`src/rtl/trap_pkg.sv`:
```
package trap_pkg;

    typedef enum logic [1:0] {
        PRV_U = 2'd0,
        PRV_S = 2'd1,
        PRV_H = 2'd2,
        PRV_M = 2'd3
    } prv_e;

    typedef enum logic [2:0] {
        RT_NONE      = 3'd0,
        RT_DBG_EXC   = 3'd1,
        RT_DBG_ENTER = 3'd2,
        RT_TO_S      = 3'd3,
        RT_TO_M      = 3'd4
    } route_e;

    localparam logic [2:0] DBG_CAUSE_SWBP = 3'd1;

    // The hypervisor level is never a target; it collapses to user.
    function automatic logic [1:0] prv_fold(input logic [1:0] p);
        return (p == PRV_H) ? PRV_U : p;
    endfunction

endpackage

```
`src/rtl/trap_irq_pick.sv`:
```
module trap_irq_pick #(
    parameter int XLEN  = 32,
    parameter int IDX_W = $clog2(XLEN)
) (
    input  logic [XLEN-1:0]  pend,
    input  logic [XLEN-1:0]  mid,
    input  logic [1:0]       prv,
    input  logic             mie,
    input  logic             sie,
    output logic             hit,
    output logic [IDX_W-1:0] idx
);
    import trap_pkg::*;

    localparam logic [XLEN-1:0] ONE = {{(XLEN-1){1'b0}}, 1'b1};

    function automatic logic [XLEN-1:0] idx_mask(input int b);
        logic [XLEN-1:0] m;
        m = '0;
        for (int i = 0; i < XLEN; i++) begin
            if (((i >> b) & 1) == 1) m[i] = 1'b1;
        end
        return m;
    endfunction

    logic            m_en;
    logic            s_en;
    logic [XLEN-1:0] m_cand;
    logic [XLEN-1:0] s_cand;
    logic [XLEN-1:0] win;
    logic [XLEN-1:0] lowest;

    always_comb begin
        m_en   = (prv != PRV_M) || mie;
        s_en   = (prv == PRV_U) || ((prv == PRV_S) && sie);
        m_cand = m_en ? (pend & ~mid) : '0;
        s_cand = s_en ? (pend & mid) : '0;
        win    = (m_cand != '0) ? m_cand : s_cand;
        lowest = win & (~win + ONE);
        hit    = (win != '0);
    end

    for (genvar b = 0; b < IDX_W; b++) begin : g_enc
        assign idx[b] = |(lowest & idx_mask(b));
    end

endmodule

```
`src/rtl/trap_route.sv`:
```
module trap_route #(
    parameter int XLEN     = 32,
    parameter int CODE_W   = 6,
    parameter int IDX_W    = $clog2(XLEN),
    parameter int BRK_CODE = 3
) (
    input  logic              req_exc,
    input  logic              req_irq,
    input  logic [CODE_W-1:0] code,
    input  logic [IDX_W-1:0]  irq_idx,
    input  logic [1:0]        prv,
    input  logic [XLEN-1:0]   medeleg,
    input  logic [XLEN-1:0]   mideleg,
    input  logic [3:0]        ebreak_en,
    input  logic              in_debug,
    output trap_pkg::route_e  route
);
    import trap_pkg::*;

    logic code_fits;
    logic exc_del;
    logic irq_del;
    logic low_prv;
    logic brk_hit;
    logic del;

    always_comb begin
        code_fits = (int'(code) < XLEN);
        exc_del   = code_fits && medeleg[code[IDX_W-1:0]];
        irq_del   = mideleg[irq_idx];
        low_prv   = (prv == PRV_U) || (prv == PRV_S);
        brk_hit   = !req_irq && (code == CODE_W'(BRK_CODE)) && ebreak_en[prv];
        del       = low_prv && (req_irq ? irq_del : exc_del);

        if (!(req_irq || req_exc)) begin
            route = RT_NONE;
        end else if (in_debug) begin
            route = RT_DBG_EXC;
        end else if (brk_hit) begin
            route = RT_DBG_ENTER;
        end else if (del) begin
            route = RT_TO_S;
        end else begin
            route = RT_TO_M;
        end
    end

endmodule

```
`src/rtl/trap_vec_calc.sv`:
```
module trap_vec_calc #(
    parameter int              XLEN         = 32,
    parameter int              IDX_W        = $clog2(XLEN),
    parameter logic [XLEN-1:0] DBG_ROM_BASE = 32'h0000_0800,
    parameter logic [XLEN-1:0] DBG_ROM_EXC  = 32'h0000_0808
) (
    input  trap_pkg::route_e route,
    input  logic             is_irq,
    input  logic [IDX_W-1:0] idx,
    input  logic [XLEN-1:0]  mtvec,
    input  logic [XLEN-1:0]  stvec,
    output logic [XLEN-1:0]  pc
);
    import trap_pkg::*;

    logic [XLEN-1:0] m_base;
    logic [XLEN-1:0] m_off;

    always_comb begin
        m_base = {mtvec[XLEN-1:1], 1'b0};
        m_off  = (mtvec[0] && is_irq) ? {{(XLEN-IDX_W-2){1'b0}}, idx, 2'b00} : '0;
        case (route)
            RT_TO_S:      pc = stvec;
            RT_TO_M:      pc = m_base + m_off;
            RT_DBG_ENTER: pc = DBG_ROM_BASE;
            RT_DBG_EXC:   pc = DBG_ROM_EXC;
            default:      pc = '0;
        endcase
    end

endmodule

```
`src/rtl/trap_entry_ctrl.sv`:
```
module trap_entry_ctrl #(
    parameter int              XLEN         = 32,
    parameter int              CODE_W       = 6,
    parameter int              BRK_CODE     = 3,
    parameter logic [XLEN-1:0] DBG_ROM_BASE = 32'h0000_0800,
    parameter logic [XLEN-1:0] DBG_ROM_EXC  = 32'h0000_0808
) (
    input  logic              clk,
    input  logic              rst_n,
    input  logic              i_exc_valid,
    input  logic [CODE_W-1:0] i_exc_code,
    input  logic              i_exc_has_addr,
    input  logic [XLEN-1:0]   i_exc_addr,
    input  logic [XLEN-1:0]   i_pc,
    input  logic              i_irq_sample,
    input  logic [XLEN-1:0]   i_irq_pending,
    input  logic [1:0]        i_prv,
    input  logic              i_sie,
    input  logic              i_spie,
    input  logic              i_spp,
    input  logic              i_mie,
    input  logic              i_mpie,
    input  logic [1:0]        i_mpp,
    input  logic [XLEN-1:0]   i_medeleg,
    input  logic [XLEN-1:0]   i_mideleg,
    input  logic [XLEN-1:0]   i_mtvec,
    input  logic [XLEN-1:0]   i_stvec,
    input  logic [3:0]        i_ebreak_en,
    input  logic              i_in_debug,
    output logic              o_valid,
    output logic [XLEN-1:0]   o_pc,
    output logic [1:0]        o_prv,
    output logic              o_wr_s,
    output logic              o_wr_m,
    output logic [XLEN-1:0]   o_cause,
    output logic [XLEN-1:0]   o_epc,
    output logic              o_badaddr_we,
    output logic [XLEN-1:0]   o_badaddr,
    output logic              o_sie,
    output logic              o_spie,
    output logic              o_spp,
    output logic              o_mie,
    output logic              o_mpie,
    output logic [1:0]        o_mpp,
    output logic              o_dbg_enter,
    output logic [2:0]        o_dbg_cause,
    output logic [1:0]        o_dbg_prv,
    output logic [XLEN-1:0]   o_dpc,
    output logic              o_resv_cancel
);
    import trap_pkg::*;

    localparam int IDX_W = $clog2(XLEN);

    typedef struct packed {
        logic            valid;
        logic [XLEN-1:0] pc;
        logic [1:0]      prv;
        logic            wr_s;
        logic            wr_m;
        logic [XLEN-1:0] cause;
        logic [XLEN-1:0] epc;
        logic            baddr_we;
        logic [XLEN-1:0] baddr;
        logic            sie;
        logic            spie;
        logic            spp;
        logic            mie;
        logic            mpie;
        logic [1:0]      mpp;
        logic            dbg_enter;
        logic [2:0]      dbg_cause;
        logic [1:0]      dbg_prv;
        logic [XLEN-1:0] dpc;
        logic            resv;
    } trap_out_s;

    trap_out_s out_d, out_q;

    logic [1:0]       prv_n;
    logic             irq_hit;
    logic [IDX_W-1:0] irq_idx;
    logic             take_irq;
    route_e           route;
    logic [XLEN-1:0]  pc_n;
    logic [XLEN-1:0]  cause_n;

    assign prv_n    = prv_fold(i_prv);
    assign take_irq = i_irq_sample && irq_hit;

    trap_irq_pick #(.XLEN(XLEN), .IDX_W(IDX_W)) u_pick (
        .pend (i_irq_pending),
        .mid  (i_mideleg),
        .prv  (prv_n),
        .mie  (i_mie),
        .sie  (i_sie),
        .hit  (irq_hit),
        .idx  (irq_idx)
    );

    trap_route #(.XLEN(XLEN), .CODE_W(CODE_W), .IDX_W(IDX_W), .BRK_CODE(BRK_CODE)) u_route (
        .req_exc   (i_exc_valid),
        .req_irq   (take_irq),
        .code      (i_exc_code),
        .irq_idx   (irq_idx),
        .prv       (prv_n),
        .medeleg   (i_medeleg),
        .mideleg   (i_mideleg),
        .ebreak_en (i_ebreak_en),
        .in_debug  (i_in_debug),
        .route     (route)
    );

    trap_vec_calc #(
        .XLEN(XLEN), .IDX_W(IDX_W),
        .DBG_ROM_BASE(DBG_ROM_BASE), .DBG_ROM_EXC(DBG_ROM_EXC)
    ) u_vec (
        .route  (route),
        .is_irq (take_irq),
        .idx    (irq_idx),
        .mtvec  (i_mtvec),
        .stvec  (i_stvec),
        .pc     (pc_n)
    );

    assign cause_n = take_irq ? {1'b1, {(XLEN-1-IDX_W){1'b0}}, irq_idx}
                              : {{(XLEN-CODE_W){1'b0}}, i_exc_code};

    always_comb begin
        out_d      = '0;
        out_d.prv  = prv_n;
        out_d.sie  = i_sie;
        out_d.spie = i_spie;
        out_d.spp  = i_spp;
        out_d.mie  = i_mie;
        out_d.mpie = i_mpie;
        out_d.mpp  = i_mpp;
        out_d.pc   = pc_n;

        case (route)
            RT_DBG_EXC: begin
                out_d.valid = 1'b1;
            end
            RT_DBG_ENTER: begin
                out_d.valid     = 1'b1;
                out_d.prv       = PRV_M;
                out_d.dbg_enter = 1'b1;
                out_d.dbg_cause = DBG_CAUSE_SWBP;
                out_d.dbg_prv   = prv_n;
                out_d.dpc       = i_pc;
            end
            RT_TO_S, RT_TO_M: begin
                out_d.valid    = 1'b1;
                out_d.cause    = cause_n;
                out_d.epc      = i_pc;
                out_d.baddr_we = i_exc_has_addr && !take_irq;
                out_d.baddr    = (i_exc_has_addr && !take_irq) ? i_exc_addr : '0;
                out_d.resv     = 1'b1;
                if (route == RT_TO_S) begin
                    out_d.wr_s = 1'b1;
                    out_d.prv  = PRV_S;
                    out_d.spie = i_sie;
                    out_d.spp  = prv_n[0];
                    out_d.sie  = 1'b0;
                end else begin
                    out_d.wr_m = 1'b1;
                    out_d.prv  = PRV_M;
                    out_d.mpie = i_mie;
                    out_d.mpp  = prv_n;
                    out_d.mie  = 1'b0;
                end
            end
            default: begin
                out_d.pc = '0;
            end
        endcase
    end

    always_ff @(posedge clk or negedge rst_n) begin
        if (!rst_n) begin
            out_q     <= '0;
            out_q.prv <= PRV_M;
        end else begin
            out_q     <= out_d;
        end
    end

    assign o_valid       = out_q.valid;
    assign o_pc          = out_q.pc;
    assign o_prv         = out_q.prv;
    assign o_wr_s        = out_q.wr_s;
    assign o_wr_m        = out_q.wr_m;
    assign o_cause       = out_q.cause;
    assign o_epc         = out_q.epc;
    assign o_badaddr_we  = out_q.baddr_we;
    assign o_badaddr     = out_q.baddr;
    assign o_sie         = out_q.sie;
    assign o_spie        = out_q.spie;
    assign o_spp         = out_q.spp;
    assign o_mie         = out_q.mie;
    assign o_mpie        = out_q.mpie;
    assign o_mpp         = out_q.mpp;
    assign o_dbg_enter   = out_q.dbg_enter;
    assign o_dbg_cause   = out_q.dbg_cause;
    assign o_dbg_prv     = out_q.dbg_prv;
    assign o_dpc         = out_q.dpc;
    assign o_resv_cancel = out_q.resv;

endmodule

```
`config.mk`:
```
export PLATFORM = sky130hd
export DESIGN_NAME = trap_entry_ctrl
export DESIGN_NICKNAME = d
export VERILOG_FILES = /design/src/rtl/trap_pkg.sv /design/src/rtl/trap_irq_pick.sv /design/src/rtl/trap_route.sv /design/src/rtl/trap_vec_calc.sv /design/src/rtl/trap_entry_ctrl.sv
export SDC_FILE = /design/constraint.sdc
export NUM_CORES = 1
export LEC_CHECK = 0
export ABC_CLOCK_PERIOD_IN_PS = 1100
export BUFFER_PORTS_ARGS = -buffer_cell sky130_fd_sc_hd__clkbuf_2
export CAP_MARGIN = 20
export CORE_AREA = 4 4 166 168
export DETAILED_ROUTE_END_ITERATION = 8
export DIE_AREA = 0 0 170 172
export HOLD_SLACK_MARGIN = 0.08
export SYNTH_ARGS = -nofsm -noshare
export SYNTH_HDL_FRONTEND = slang
export SYNTH_SLANG_ARGS = --single-unit
```
`constraint.sdc`:
```
create_clock -name clk -period 1.1 [get_ports clk]
set_input_delay 0.22 -clock clk [delete_from_list [all_inputs] [get_ports clk]]
set_output_delay 0.22 -clock clk [all_outputs]
set_load 0.01 [all_outputs]
```
==> summary.md <==
| Metric | Value |
|---|---|
| CTS Buf Count | `17` |
| Vias in the first global route | `between 10000 and 15000` |
| Failing checks | `setup timing` |
| Main synth FF type | `dfrtp_1` |
| 1st-iter DRT viols | `658` |
| Max Freq | `215 MHz` |
| Endpoints failing setup | `slightly above 300` |
| Clock Tree Root | `clkbuf_16` |
| Clk slew on worst S/H paths | `about 0.070 ns` |
| Drt drc | `0` |
| Hpwl dp | `roughly 30000 um` |
| Top-count cell post-synth | `dfrtp_1` |
| Internal power | `about 12000 uW` |
| Crit-path max FO | `6` |
| Grt total ovfl | `0` |
| Yosys reg bits | `roughly 150` |
| Share of the synthesized area in the top cell type | `between 40% and 50%` |
| Clock power share | `between 30% and 40%` |
| Die Width | `~170 um` |
| Synth warn | `0` |
| Drt wl/cell | `slightly below 20 um` |
| WL final | `roughly 39000 um` |
| Setup crit start kind | `primary input` |
| Post-synth cell types | `95` |
| CP endpoint kind | `flip-flop` |
| Row cnt | `approximately 60` |
| Switching share of total power | `30.7%` |
| Util after Layout | `~59%` |
| Data required, critical path | `about 1.4 ns` |
| CTS Buffer Depth | `2` |
| Period utilization | `423%` |
| Post-synth EDFFs | `0` |
| Setup ws final | `-3.55 ns` |
| Die Height | `around 170 um` |
| Dominant cell type by area after synthesis | `dfrtp_1` |
| Hold WC Path Type | `primary input to flip-flop` |
| Cells after Synth | `860` |
| Total Power | `16800 uW` |
| RSZ-0062 raised after global routing | `yes` |
| Lkg Pwr | `0.00802 uW` |
| DR pass1 iterations | `5` |
| Switch Pwr | `approximately 5200 uW` |
| GRT Resource Usage Total | `approximately 25%` |
| Vias per cell | `4.93` |
| Status | `finished, violations left` |
| Final Hold Viols | `0` |
| Layout cells sized above 1 | `53.9%` |
| Grt peak-use layer | `met2` |
| Initial Util | `about a third` |
| Core area | `roughly 26000 um^2` |
| Fin area | `about 15000 um^2` |
| Area grow syn2layout | `79.0%` |
| Synthesized cell area | `between 8000 and 9000 um^2` |
| Final cell count without fillers | `just under 2000` |
| H-Tree Depth | `4` |
| Post-synthesis async set-or-reset flop share | `between 90% and 100%` |
| Synth cell count leaders | `dfrtp_1, and2_1, nand2_1` |
| First-pass GRT wire length | `roughly 57000 um` |
| Cells after DPL | `about 1800` |
| Antenna Nets Post-Route | `0` |
| Worst path arrival time | `around 5.0 ns` |
| GP Congestion | `0.937` |
| Combinational share of power | `roughly 29%` |
| # fillers | `approximately 2200` |
| Largest net degree at the start of global routing | `47` |
| Dpl cell area | `around 13000 um^2` |
| Avg Inst Size Synth | `a little under 10 um^2` |
| Vias | `between 9000 and 10000` |
| Met1 usage | `30.8%` |
| Min cycle time layout | `4.65 ns` |
| Ports | `roughly 430` |
| Top post-synthesis cells by area | `dfrtp_1, and2_1, and3_1` |
| Peak supply drop | `~0.0011 V` |
| Max-cap violations | `0` |
| CTS sink count | `152` |
| Nets | `1890` |
| Max Slew Vio Count | `0` |
| Sequential Power Share | `around 35%` |
| Met2 GRT Util | `between 40 and 50%` |
| Antenna violations before repair | `0` |
| CTS tree | `done` |
| Critical path type | `primary input to flip-flop` |
| Register area share after synthesis | `between 40 and 50%` |
| Met3 Usage GRT | `approximately 4.3%` |
| Setup TNS | `-379.47 ns` |
| I/O Buffers | `400` |
| PwrDens | `around 1100 nW/um^2` |
| DIE AREA | `roughly 29000 um^2` |
==> power groups by stage <==
stage                     combinational [uW]  sequential [uW]  clock [uW]
after floorplan                         1710             6180           0
after global placement                  4260             6040           0
after detailed placement                4270             6040           0
after CTS                               4810             5940        6010
after global routing                    5280             5960        6240
final                                   4930             5940        5910
==> cell families after synthesis <==
logic type      Yosys count  synth area share, %
simple gates            358                 23.5
compound gates          191                 16.7
flops                   152                 44.6
buf+inv                  95                 6.14
mux                      30                 5.27
xor+xnor                 27                 2.77
fa+ha+maj                 6                0.967
other cells               1               0.0439
==> critical path: stages <==
cell,delay [ns]
clkbuf_2,0.08
and2b_1,0.20
and4b_1,0.23
a31o_4,0.24
and4_4,0.21
a31o_1,0.22
or4_4,0.59
nor4_4,0.37
a311oi_2,0.09
nand3_2,0.10
nand3_2,0.08
buf_4,0.14
fa_2,0.36
nor2b_1,0.12
o21ai_1,0.07
nand2_1,0.09
and2_4,0.15
o21ai_2,0.06
nor2_2,0.12
nand3_1,0.09
nor2_1,0.12
and3_1,0.19
and3_4,0.20
nand2_2,0.08
nor2_4,0.11
nand2_1,0.07
xor2_1,0.14
a211oi_1,0.22
==> cell type report <==
| class | instances | area, um^2 | share of cell area [%] |
|---|---|---|---|
| antenna | 1 | 2.50 | 0.0164 |
| timing repair buffer | 804 | 5530 | 36.1 |
| sequential | 152 | 3810 | 24.9 |
| clock inverter | 14 | 154 | 1.01 |
| clock buffer | 18 | 429 | 2.81 |
| multi-input combinational | 639 | 4870 | 31.9 |
| inverter | 21 | 83.8 | 0.548 |
| tap | 335 | 419 | 2.74 |
==> cells in the final DEF (no fill, tap or decap), types with 7 or more instances in the layout <==
cell	count
clkbuf_16	18
o22ai_1	8
dlygate4sd3_1	80
buf_6	9
nor2_2	7
buf_2	7
a21oi_1	22
nand4_1	12
clkbuf_2	389
nand3_1	24
a22oi_1	7
nor2b_1	9
nor3_1	30
buf_4	299
a211oi_1	26
o21ai_1	12
mux2i_1	15
xor2_1	14
a31oi_1	10
nand2_1	50
mux4_2	11
conb_1	27
and2_1	67
inv_1	18
o21ai_0	19
a211oi_2	7
buf_12	15
nand2b_4	14
dfrtp_1	150
and3_1	37
nand3_2	9
nand2b_1	11
xnor2_1	13
nor2_1	35
==> stage by stage <==
step | hold WS [ns] | setup slack [ns]
after floorplan | -0.0756 | -3.80
after global placement | 0.0822 | -4.18
after detailed placement | 0.0798 | -4.25
after CTS | 0.0813 | -3.54
after global routing | 0.0941 | -3.84
final | 0.0933 | -3.55
==> timing repair <==
item / 4_1_cts / 5_1_grt
resized for setup: 58 / 41
setup endpoints to repair: 305 / 305
pin swaps: 39 / 14
gates cloned: 1 / 2
hold buffers: 80 / 0
hold endpoints to repair: 259 / 0
buffers inserted: 27 / 6
==> final timing paths <==
check	start	to	depth (start not counted)
max	i_mideleg[18]	o_pc[26]	28
min in group asynchronous	rst_n	o_badaddr[27]	2
max in group asynchronous	rst_n	o_pc[15]	3
min	i_sie	o_sie	2
==> metal layers <==
layer	share of wire (%)	vias up
met2	50	388
li1	-	4618
met5	0	-
met1	40	4711
met4	3.2	0
met3	6.4	63
==> flip-flops by register name, summed over array words and instances, names as in the netlist <==
name / count
o_badaddr: 32
o_badaddr_we: 1
o_cause: 7
o_dbg_cause: 1
o_dbg_prv: 2
o_dpc: 32
o_epc: 32
o_mie: 1
o_mpie: 1
o_mpp: 2
o_pc: 32
o_prv: 2
o_resv_cancel: 1
o_sie: 1
o_spie: 1
o_spp: 1
o_valid: 1
o_wr_m: 1
o_wr_s: 1
(Power assumes the default switching activity.)
